## config.mk

```make
export PLATFORM = sky130hd
export DESIGN_NAME = mmrDecoder
export DESIGN_NICKNAME = d
export VERILOG_FILES = /design/src/rtl/mmrDecoderPkg.sv /design/src/rtl/mmrRegionPath.sv /design/src/rtl/mmrSteerCtl.sv /design/src/rtl/mmrDecoder.sv
export SDC_FILE = /design/constraint.sdc
export NUM_CORES = 1
export LEC_CHECK = 0
export BUFFER_PORTS_ARGS = -buffer_cell sky130_fd_sc_hd__buf_2
export CAP_MARGIN = 20
export CORE_MARGIN = 2
export CORE_UTILIZATION = 36
export CTS_BUF_LIST = sky130_fd_sc_hd__clkbuf_8
export CTS_CLUSTER_SIZE = 16
export DETAILED_ROUTE_END_ITERATION = 16
export GPL_TIMING_DRIVEN = 0
export PLACE_DENSITY = 0.81
export SYNTH_ARGS = -nofsm -noshare
export SYNTH_HDL_FRONTEND = slang
export SYNTH_SLANG_ARGS = --single-unit
```

## constraint.sdc

```tcl
create_clock -name clk -period 0.8 [get_ports clk]
set_input_delay 0.16 -clock clk [delete_from_list [all_inputs] [get_ports clk]]
set_output_delay 0.16 -clock clk [all_outputs]
set_load 0.05 [all_outputs]
```

## src/rtl/mmrDecoderPkg.sv

```systemverilog
package mmrDecoderPkg;

  localparam int ADDR_W     = 32;
  localparam int PAGE_SHIFT = 12;
  localparam int PAGE_W     = ADDR_W - PAGE_SHIFT;
  localparam int SIZE_W     = 4;
  localparam int TYPE_W     = 2;

  typedef enum logic [TYPE_W-1:0] {
    CYC_FETCH = 2'd0,
    CYC_READ  = 2'd1,
    CYC_WRITE = 2'd2,
    CYC_WBACK = 2'd3
  } cycType_e;

  // Control-to-datapath selection for one cycle.
  typedef struct packed {
    logic selNorm;
    logic selMgmt;
    logic hitQual;
  } steer_t;

endpackage

```

## src/rtl/mmrRegionPath.sv

```systemverilog
module mmrRegionPath
  import mmrDecoderPkg::*;
#(
  parameter int P_ADDR_W     = ADDR_W,
  parameter int P_PAGE_SHIFT = PAGE_SHIFT,
  parameter int P_SIZE_W     = SIZE_W
) (
  input  logic                           clk,
  input  logic                           rstN,
  input  logic [P_ADDR_W-1:0]            cycAddr,
  input  logic [P_ADDR_W-P_PAGE_SHIFT-1:0] regionBase,
  input  logic [P_SIZE_W-1:0]            regionSize,
  output logic                           rawHit,
  input  steer_t                         steer,
  output logic                           normStrobe,
  output logic                           mgmtStrobe,
  output logic                           regionHit,
  output logic                           a20Bypass
);

  localparam int PW         = P_ADDR_W - P_PAGE_SHIFT;
  localparam int ALIAS_CODE = (1 << P_SIZE_W) - 1;

  logic [PW-1:0]       addrPage;
  logic [P_SIZE_W-1:0] spanLog;
  logic                regionOn;
  logic [PW-1:0]       keepBit;
  logic [PW-1:0]       diffBits;

  assign addrPage = cycAddr[P_ADDR_W-1:P_PAGE_SHIFT];
  assign regionOn = (regionSize != '0);

  // Number of page-number bits that lie inside the region.
  always_comb begin
    if (regionSize == P_SIZE_W'(ALIAS_CODE) || regionSize == '0)
      spanLog = '0;
    else
      spanLog = regionSize - P_SIZE_W'(1);
  end

  genvar gi;
  generate
    for (gi = 0; gi < PW; gi++) begin : g_mask
      assign keepBit[gi]  = (32'(spanLog) <= gi);
      assign diffBits[gi] = keepBit[gi] & (addrPage[gi] ^ regionBase[gi]);
    end
  endgenerate

  assign rawHit = regionOn && (diffBits == '0);

  always_ff @(posedge clk or negedge rstN) begin
    if (!rstN) begin
      normStrobe <= 1'b0;
      mgmtStrobe <= 1'b0;
      regionHit  <= 1'b0;
      a20Bypass  <= 1'b0;
    end else begin
      normStrobe <= steer.selNorm;
      mgmtStrobe <= steer.selMgmt;
      regionHit  <= steer.hitQual;
      a20Bypass  <= steer.selMgmt;
    end
  end

endmodule

```

## src/rtl/mmrSteerCtl.sv

```systemverilog
module mmrSteerCtl
  import mmrDecoderPkg::*;
(
  input  logic            cycValid,
  input  logic [TYPE_W-1:0] cycType,
  input  logic            inMgmt,
  input  logic            mgmtAccessEn,
  input  logic            mainAccessEn,
  input  logic            rawHit,
  output steer_t          steer
);

  cycType_e kind;
  logic     isFetch;
  logic     isWback;
  logic     wantMgmt;

  assign kind    = cycType_e'(cycType);
  assign isFetch = (kind == CYC_FETCH);
  assign isWback = (kind == CYC_WBACK);

  always_comb begin
    wantMgmt = 1'b0;
    if (isWback) begin
      wantMgmt = 1'b0;
    end else if (inMgmt) begin
      if (!mainAccessEn) wantMgmt = 1'b1;
      else               wantMgmt = isFetch && rawHit;
    end else if (mgmtAccessEn && rawHit) begin
      // main-access bit wins over the management-access bit for data
      wantMgmt = isFetch || !mainAccessEn;
    end
  end

  always_comb begin
    steer.selMgmt = cycValid && wantMgmt;
    steer.selNorm = cycValid && !wantMgmt;
    steer.hitQual = cycValid && rawHit;
  end

endmodule

```

## src/rtl/mmrDecoder.sv

```systemverilog
module mmrDecoder
  import mmrDecoderPkg::*;
(
  input  logic        clk,
  input  logic        rstN,
  input  logic        cycValid,
  input  logic [31:0] cycAddr,
  input  logic [1:0]  cycType,
  input  logic        inMgmt,
  input  logic [19:0] regionBase,
  input  logic [3:0]  regionSize,
  input  logic        mgmtAccessEn,
  input  logic        mainAccessEn,
  output logic        normStrobe,
  output logic        mgmtStrobe,
  output logic        regionHit,
  output logic        a20Bypass
);

  logic   rawHit;
  steer_t steer;

  mmrRegionPath #(
    .P_ADDR_W(ADDR_W), .P_PAGE_SHIFT(PAGE_SHIFT), .P_SIZE_W(SIZE_W)
  ) u_path (
    .clk(clk), .rstN(rstN), .cycAddr(cycAddr), .regionBase(regionBase),
    .regionSize(regionSize), .rawHit(rawHit), .steer(steer),
    .normStrobe(normStrobe), .mgmtStrobe(mgmtStrobe),
    .regionHit(regionHit), .a20Bypass(a20Bypass)
  );

  mmrSteerCtl u_ctl (
    .cycValid(cycValid), .cycType(cycType), .inMgmt(inMgmt),
    .mgmtAccessEn(mgmtAccessEn), .mainAccessEn(mainAccessEn),
    .rawHit(rawHit), .steer(steer)
  );

endmodule

```

# Word level (Yosys, flattened, before mapping)
# Index checks and enable logic that the tools add are counted.
# classes
add_sub_neg	1
magnitude_cmp	15
n_eq_ne	2
n_mux	5
n_bitwise	35
n_reduce_logical	14
# ops
operator	count
<= comparator 4 bit, second input constant	7
zero test 20 bit	1
bitwise XOR 1 bit	20
<= comparator 4 x 3 -> 1 bit, second input constant	4
AND 1 bit	15
<= comparator 4 x 1 -> 1 bit, second input constant	2
<= comparator 4 x 2 -> 1 bit, second input constant	2
logical AND 1 bit	6
== test 4 bit, second input constant	1
zero test 4 bit	1
2-to-1 mux 1 bit	4
2-to-1 mux 4 bit	1
nonzero test 4 bit	1
subtractor 4 x 1 -> 4 bit, second input constant	1
== test 2 bit, second input constant	1
zero test 1 bit	2
zero test 2 bit	1
logical OR 1 bit	2
# word_totals
regBits	3
inputBits	64
out_inout_bits	4
wordCells	75

# Depth between registers and ports, before layout
# Gate-level depths: netlist of the first run.
# logic_depth
word_depth	13
ltp_mapped	9
ltp_nobuf	9

# Cells and area by module
# Synthesis of the first run repeated with hierarchy kept, for this count alone.
# hier_totals
hier_cells	92
hier_area_um2	737.0
# by_module_without_submodules
mod	instances	cells_each	area_per_inst_um2	seq_area_each_um2
mmrRegionPath	1	83	673.1	75.1
mmrSteerCtl	1	9	63.8	0.0

# Worst setup path after synthesis of the first run
# No wires, ideal clock.
# synth_path
kind	input-to-reg
startpoint	in regionSize[0]
endpoint	reg u_path.normStrobe
setup_time_ns	0.119
arrival_time_ns	1.632
required_ns	0.681
setup_slack_ns	-0.951
cell_stages	9
n_path_buf	0
path_cell_list	inv_1 > ha_1 > nor2_1 > nor2_1 > o21ai_1 > nand4_2 > a2111oi_4 > a2bb2oi_2 > and2_1
# synth_lines
element	line_no	rtl
start: declaration	mmrDecoder.sv:11	input logic [3:0] regionSize,
end signal: assignment	mmrRegionPath.sv:58	normStrobe <= steer.selNorm;
end: declaration	mmrRegionPath.sv:15	output logic normStrobe,

==> qor.csv, run 1 <==
metric,value,unit
status,finished with violations,
violations,negative setup slack,
die_h,47.0,um
pwr-share-clk,34.6,%
grt_usage,20.2,%
dr.pass1.iters,4,
ys_warn_count,0,
core_area,1730,sq um
grt_max_degree,7,
vias_per_cell,4.92,
clock-sinks,3,
layout_commonest_cell,buf_2,
start_util,38.6,%
drc,0,
antenna_cells,0,
dieArea,2210,sq um
slew_headroom,73.2,%
holdWs,0.179,ns
cts_buffer_depth,2,
area_delta_synth_final,89.1,%
grt_overflow,0,
rsz0062_at_grt,yes,
grt_pass1_wl,3130,um
hold_viol_final,0,
die_width,47.0,um
wire_per_inst,13.6,um
timing.final.ws_setup,-0.800,ns
syn-num-nets,146,
vias,832,
cts_tree,done,
final_nets,212,
place_congestion,0.713,
p_leak,0.570,nW
drive_gt1_share,61.1,%
syn_inst,79,
cp-end-kind,register,
setup_viol,7,
htreeDepth,1,
seq_power_share,12.5,%
swShare,34.7,%
min_period,1.60,ns
root_buffer,clkbuf_8,
p_per_area,1020,nW/um^2
first_iter_violations,26,
grt_pass1_vias,772,
crit_path_start_kind,primary input,
tightestPinTransition,0.402,ns
hold_path_depth,2,
wl,2300,um
cp.arrival,1.76,ns
syn_avg_cell_area,8.44,sq um
antenna_found_initial,0,
switchingPower,445,uW
ys_seq_area_share,11.3,%
crit_type,primary input to register,
internal_power,836,uW
synth_cell_types,33,
post-route-period-util,200,%
ioPinCount,68,
dpl.hpwl,1500,um
cap_viol_max_count,0,
rows,15,
max_freq,0.625,GHz
ir_worst_vdd,0.606,mV
hp-class,primary input to register,
cts_buffers,3,
synth_area,667,sq um
path_max_fanout,5,
place_ws,-1.28,ns
clk_pin_slew,0.03,ns
cp.required,0.96,ns
pwr-share-comb,52.9,%
ant_nets,0,
portBuffers,55,
layout_common_cells,"49 x buf_2, 13 x xnor2_1, 7 x xor2_1",
drv_slew,0,
synth_seq_cells,3,
path summary, 6_finish.rpt:
path	slack, ns	from	to
min	0.18	cycValid	u_path.normStrobe
max	-0.80	regionSize[0]	u_path.normStrobe
min in group asynchronous	0.31	rstN	u_path.normStrobe
max in group asynchronous	0.37	rstN	u_path.a20Bypass
power groups by stage:
stage          clock [mW]  sequential, mW  combinational, mW
3_5_place_dp            0           0.161              0.547
6_report            0.443           0.161              0.678
4_1_cts             0.450           0.161              0.628
2_1_floorplan           0           0.179              0.319
5_1_grt             0.458           0.161              0.730
3_3_place_gp            0           0.161              0.533
critical path, cell delays in order:
cell and delay (ns):
buf_12 0.10, inv_12 0.04, ha_4 0.16, nor2b_4 0.12, a22oi_2 0.29, o21ai_1 0.15
a2bb2o_4 0.22, a41o_1 0.23, a2bb2oi_2 0.15, and2_1 0.13
state kept, by name, indices dropped and copies added (netlist names):
name / count
u_path.a20Bypass: 1
u_path.normStrobe: 1
u_path.regionHit: 1
kinds of logic after synthesis:
group	synth area share, %
and+or+nand+nor	24.4
adders and majority gates	5.63
AOI/OAI and AO/OA	27.8
xor gates and xnor gates	27.6
buffers and inverters	3.38
DFF	11.3
per-stage QoR:
stage	instance area (sq um)	util, %	std cells	TNS [ns]	power, mW
5_1_grt	1260	73.0	169	-3.18	1.35
4_1_cts	1220	70.7	167	-2.75	1.24
3_5_place_dp	1040	60.0	159	-3.54	0.708
2_1_floorplan	729	-	79	-2.29	0.498
6_report	1260	73.0	169	-2.91	1.28
3_3_place_gp	1040	60.0	159	-3.46	0.694
synth_stat cells (all sizes together):
master	instances	area share, %
xnor2	14	18
nor2	6	3.4
a2bb2o	1	1.5
nand2b	4	3.8
nor3	1	0.75
o22ai	2	1.9
or3b	1	1.7
and2	2	1.9
a221oi	1	1.3
buf	1	1.1
a21oi	3	2.3
inv	4	2.3
a2111oi	1	4.1
a22oi	1	1.9
a211oi	1	1.1
a2bb2oi	1	2.3
o21bai	1	1.7
xor2	7	9.2
a41o	1	1.5
o21ai	5	3.8
nand3	2	1.5
nor2b	1	0.94
nand4	1	1.9
nor4	2	5.1
ha	3	5.6
nand2	4	2.6
a31oi	3	2.8
dfrtp	3	11
and3	1	0.94
o311a	1	1.7
repair_timing:
| action | CTS | global route |
|---|---|---|
| pin swaps | 9 | 1 |
| hold endpoints to repair | 3 | 0 |
| gates cloned | 0 | 0 |
| buffers inserted | 3 | 2 |
| gates resized for setup | 25 | 5 |
| hold buffers | 1 | 0 |
| endpoints found under the setup margin | 7 | 7 |
layer usage:
| layer | GRT usage [%] | up-vias | wire length, um |
|---|---|---|---|
| met5 | 0 | - | 0 |
| met4 | 6.67 | 0 | 26 |
| met1 | 21.9 | 371 | 861 |
| met3 | 2.31 | 4 | 131 |
| li1 | - | 418 | - |
| met2 | 39.7 | 39 | 1290 |
area by class of cell:
type | count | area, sq um
multi-input combinational | 71 | 668
fill | 129 | 465
timing repair buffer | 61 | 385
sequential | 3 | 76.3
clock buffer | 3 | 41.3
inverter | 4 | 40.0
tap | 25 | 31.3
buffer | 1 | 15.0
clock inverter | 1 | 3.75
Power figures use the tool's default switching activity.
==> run 2: changes to the inputs <==
--- a/config.mk
+++ b/config.mk
@@ -17,3 +17,4 @@
 export SYNTH_ARGS = -nofsm -noshare
 export SYNTH_HDL_FRONTEND = slang
 export SYNTH_SLANG_ARGS = --single-unit
+export TNS_END_PERCENT = 1
==> qor.csv, run 2 (same netlist as run 1, synthesis figures left out) <==
metric,value,unit,change
hold_viol_final,0,,unchanged
route.met3.wl,119,um,was 131 um
hp-class,primary input to register,,unchanged
drv_slew,0,,unchanged
antenna_found_initial,0,,unchanged
violations,negative setup slack,,unchanged
wl_met2,1310,um,was 1290 um
wire_per_inst,14.0,um,was 13.6 um
layout_commonest_cell,buf_2,,unchanged
vias_per_cell,5.02,,was 4.92
grt_pass1_vias,841,,was 772
holdWs,0.172,ns,was 0.179 ns
path_max_fanout,4,,was 5
dr.pass1.iters,4,,unchanged
area_delta_synth_final,90.2,%,was 89.1%
reg.largest.list,"u_path.a20Bypass: 1 flops, u_path.normStrobe: 1 flops, u_path.regionHit: 1 flops",,unchanged
drc,0,,unchanged
clk_pin_slew,0.03,ns,about the same
cp.required,0.90,ns,was 0.96 ns
first_iter_violations,6,,was 26
cp-end-kind,register,,unchanged
rows,15,,unchanged
wl,2390,um,was 2300 um
status,finished with violations,,unchanged
cp.arrival,1.72,ns,was 1.76 ns
core_area,1730,sq um,unchanged
post-route-period-util,203,%,was 200%
rsz0062_at_grt,yes,,unchanged
die_width,47.0,um,unchanged
ioPinCount,68,,unchanged
min_period,1.62,ns,was 1.60 ns
cts_buffers,3,,unchanged
grt_overflow,0,,unchanged
p_per_area,1020,nW/um^2,about the same
layout_common_cells,"49 x buf_2, 14 x xnor2_1, 8 x buf_4",,"was 49 x buf_2, 13 x xnor2_1, 7 x xor2_1"
highest_layer,met4,,unchanged
root_buffer,clkbuf_8,,unchanged
slew_headroom,71.9,%,was 73.2%
portBuffers,55,,unchanged
drive_gt1_share,61.6,%,was 61.1%
vias,859,,was 832
tightestPinTransition,0.421,ns,was 0.402 ns
p_total,1.29,mW,was 1.28 mW
place_congestion,0.772,,was 0.713
n_fill_cell,133,,was 129
cts_buffer_depth,2,,unchanged
dpl_cell_area,978,sq um,was 1040 sq um
antenna_cells,0,,unchanged
timing.final.ws_setup,-0.820,ns,was -0.800 ns
m1WireLength,916,um,was 861 um
start_util,38.6,%,unchanged
cap_viol_max_count,0,,unchanged
tns,-2.92,ns,was -2.91 ns
design_area,1270,sq um,was 1260 sq um
htreeDepth,1,,unchanged
grt_max_degree,7,,unchanged
crit_path_start_kind,primary input,,unchanged
max_freq,0.617,GHz,was 0.625 GHz
grt_pass1_wl,3450,um,was 3130 um
grt_usage,22.2,%,was 20.2%
ant_nets,0,,unchanged
setup_viol,7,,unchanged
die_h,47.0,um,unchanged
dpl.hpwl,1440,um,was 1500 um
ir_worst_vdd,0.489,mV,was 0.606 mV
dieArea,2210,sq um,unchanged
clock-sinks,3,,unchanged
p_leak,0.569,nW,was 0.570 nW
crit_type,primary input to register,,unchanged
final_nets,214,,was 212
cts_tree,done,,unchanged
## run 2: report_power, final
part	leakage, nW	internal, mW	switching [mW]	total (mW)
registers	0.0397	0.158	0.00259	0.160
clock network	0.0269	0.327	0.103	0.430
logic	0.503	0.356	0.345	0.701
total	0.569	0.841	0.450	1.29
## run 2: path summary, 6_finish.rpt
path                                from                end  slack, ns  cells after the start
hold / removal                  cycValid   u_path.a20Bypass       0.17                      3
setup / recovery           regionSize[0]  u_path.normStrobe      -0.82                      9
max in group asynchronous           rstN   u_path.regionHit       0.41                      2
min in group asynchronous           rstN   u_path.a20Bypass       0.28                      2
## run 2: metrics by stage
stage                     setup WS (ns)  std cells  util, %
after floorplan                  -0.932         79        -
after global placement            -1.27        159     56.7
after detailed placement          -1.29        159     56.7
after CTS                        -0.737        169     69.6
after global routing             -0.905        171     73.5
final                            -0.820        171     73.5
## run 2: area by class of cell
type | instances | area [sq um] | area share [%]
multi-input cells | 71 | 697 | 54.9
well taps | 25 | 31.3 | 2.47
clock inverters | 1 | 3.75 | 0.296
plain buffers | 1 | 7.51 | 0.592
inverters | 4 | 25.0 | 1.97
repair buffers | 63 | 388 | 30.6
clock buffers | 3 | 41.3 | 3.25
flip-flops and latches | 3 | 75.1 | 5.92
## run 2: critical path: stages
cell and delay (ns):
buf_12 0.11, buf_4 0.14, nor3_2 0.24, xnor2_1 0.16, o21ai_0 0.14, nand4_2 0.16
a2111oi_4 0.36, a2bb2oi_2 0.10, and2_1 0.14
## run 2: timing repair
action	in CTS	in global routing
buffers inserted	5	2
setup endpoints to repair	7	7
resized for setup	32	8
pin swaps	12	8
endpoints found under the hold margin	3	0
hold buffers	1	0
## run 2: routing by layer
| metal | up-vias | track usage, % |
|---|---|---|
| met4 | 0 | 8.33 |
| met5 | - | 0 |
| met3 | 4 | 3.46 |
| met2 | 35 | 43.6 |
| met1 | 402 | 23.4 |
| li1 | 418 | - |
==> run 3: changes to the inputs <==
==> constraint.sdc (replaced) <==
create_clock -name clk -period 1.5 [get_ports clk]
set_input_delay 0.3 -clock clk [delete_from_list [all_inputs] [get_ports clk]]
set_output_delay 0.3 -clock clk [all_outputs]
set_load 0.05 [all_outputs]
==> qor.csv, run 3 (same netlist as run 1, synthesis figures left out) <==
metric,value,unit,change
status,finished with violations,,unchanged
violations,negative setup slack,,unchanged
pwr-share-clk,33.7,%,was 33.3%
grt_pass1_wl,3390,um,was 3450 um
reg.largest.list,"u_path.a20Bypass: 1 flops, u_path.normStrobe: 1 flops, u_path.regionHit: 1 flops",,unchanged
htreeDepth,1,,unchanged
design_area,1240,sq um,was 1270 sq um
setup_viol,3,,was 7
crit_type,primary input to register,,unchanged
p_per_area,548,nW/um^2,was 1020 nW/um^2
clock-sinks,3,,unchanged
wire_per_inst,13.1,um,was 14.0 um
root_buffer,clkbuf_8,,unchanged
dr.pass1.iters,4,,unchanged
cts_buffer_depth,2,,unchanged
slew_headroom,71.6,%,was 71.9%
die_h,47.0,um,unchanged
drc,0,,unchanged
cp.required,1.61,ns,was 0.90 ns
layout_common_cells,"53 x buf_2, 14 x xnor2_1, 8 x buf_4",,"was 49 x buf_2, 14 x xnor2_1, 8 x buf_4"
cts_buffers,3,,unchanged
swShare,34.8,%,was 34.9%
n_fill_cell,137,,was 133
cp.arrival,1.86,ns,was 1.72 ns
cts_tree,done,,unchanged
max_freq,0.571,GHz,
seq_power_share,12.4,%,about the same
dieArea,2210,sq um,unchanged
wl,2250,um,was 2390 um
place_congestion,0.772,,unchanged
vias,868,,was 859
antenna_found_initial,0,,unchanged
dpl_cell_area,978,sq um,unchanged
pwr-share-comb,53.8,%,was 54.3%
hold_viol_final,0,,unchanged
path_max_fanout,4,,unchanged
cp-end-kind,register,,unchanged
area_delta_synth_final,86.5,%,was 90.2%
switchingPower,237,uW,was 450 uW
grt_max_degree,7,,unchanged
rows,15,,unchanged
dpl.hpwl,1440,um,unchanged
first_iter_violations,16,,was 6
start_util,38.6,%,unchanged
post-route-period-util,117,%,
antenna_cells,0,,unchanged
portBuffers,55,,unchanged
tns,-0.636,ns,was -2.92 ns
layout_commonest_cell,buf_2,,unchanged
grt_pass1_vias,842,,was 841
ant_nets,0,,unchanged
rsz0062_at_grt,yes,,unchanged
drv_slew,0,,unchanged
grt_overflow,0,,unchanged
p_leak,0.565,nW,was 0.569 nW
ir_worst_vdd,0.254,mV,was 0.489 mV
cap_viol_max_count,0,,unchanged
vias_per_cell,5.08,,was 5.02
internal_power,444,uW,was 841 uW
final_nets,214,,unchanged
die_width,47.0,um,unchanged
drive_gt1_share,61.6,%,unchanged
ioPinCount,68,,unchanged
timing.final.ws_setup,-0.251,ns,was -0.820 ns
crit_path_start_kind,primary input,,unchanged
grt_usage,21.7,%,was 22.2%
clk_pin_slew,0.03,ns,about the same
core_area,1730,sq um,unchanged
tightestPinTransition,0.426,ns,was 0.421 ns
hp-class,primary input to register,,unchanged
min_period,1.75,ns,
[run 3: cell types whose count changed in the layout (fill, tap and decap cells not counted)]
cell,before,now
buf_2,49,53
buf_6,4,0
[run 3: final cells by class]
| class | instances | area [sq um] | share of cell area [%] |
|---|---|---|---|
| Sequential cell | 3 | 75.1 | 6.04 |
| Multi-Input combinational cell | 71 | 697 | 56.0 |
| Tap cell | 25 | 31.3 | 2.52 |
| Timing Repair Buffer | 63 | 363 | 29.2 |
| Clock buffer | 3 | 41.3 | 3.32 |
| Buffer | 1 | 7.51 | 0.604 |
| Inverter | 4 | 25.0 | 2.01 |
| Clock inverter | 1 | 3.75 | 0.302 |
[run 3: per-stage QoR]
| step | worst slack [ns] | power (mW) | instances | hold WS (ns) | util, % |
|---|---|---|---|---|---|
| after floorplan | -0.372 | 0.252 | 79 | 0.00441 | - |
| final | -0.251 | 0.682 | 171 | 0.306 | 72.0 |
| after global placement | -0.712 | 0.351 | 159 | 0.0935 | 56.7 |
| after detailed placement | -0.728 | 0.358 | 159 | 0.0958 | 56.7 |
| after CTS | -0.177 | 0.649 | 169 | 0.305 | 68.2 |
| after global routing | -0.345 | 0.718 | 171 | 0.328 | 72.0 |
[run 3: routing by layer]
layer  GRT usage (%)  wire (um)  up-vias
met5               0          0        -
met4            9.44         13        0
met3            3.46        157        2
met2            41.4       1200       50
met1            23.2        873      397
li1                -          -      419
[run 3: power by group through the flow]
stage          Combinational (mW)  Clock (mW)  Sequential [mW]
6_report                    0.367       0.230           0.0847
3_3_place_gp                0.266           0           0.0855
4_1_cts                     0.330       0.234           0.0847
3_5_place_dp                0.272           0           0.0856
5_1_grt                     0.393       0.240           0.0849
2_1_floorplan               0.157           0           0.0950
[run 3: critical path: stages]
cell and delay (ns):
buf_12 0.11, buf_4 0.14, nor3_2 0.23, xnor2_1 0.16
o21ai_0 0.14, nand4_2 0.16, a2111oi_4 0.37, a2bb2oi_2 0.10
and2_1 0.14
[run 3: path summary, 6_finish.rpt]
check,startpoint,endpoint,slack [ns],cells after the start
setup / recovery,regionSize[0],u_path.normStrobe,-0.25,9
min in group asynchronous,rstN,u_path.a20Bypass,0.41,2
max in group asynchronous,rstN,u_path.regionHit,0.98,2
hold / removal,cycValid,u_path.a20Bypass,0.31,3
[run 3: what timing repair did]
action                                  4_1_cts  5_1_grt
gates resized for setup                      24        8
endpoints found under the hold margin         3        0
endpoints found under the setup margin        3        3
hold buffers                                  1        0
pin swaps                                    12        8
buffers inserted                              5        2
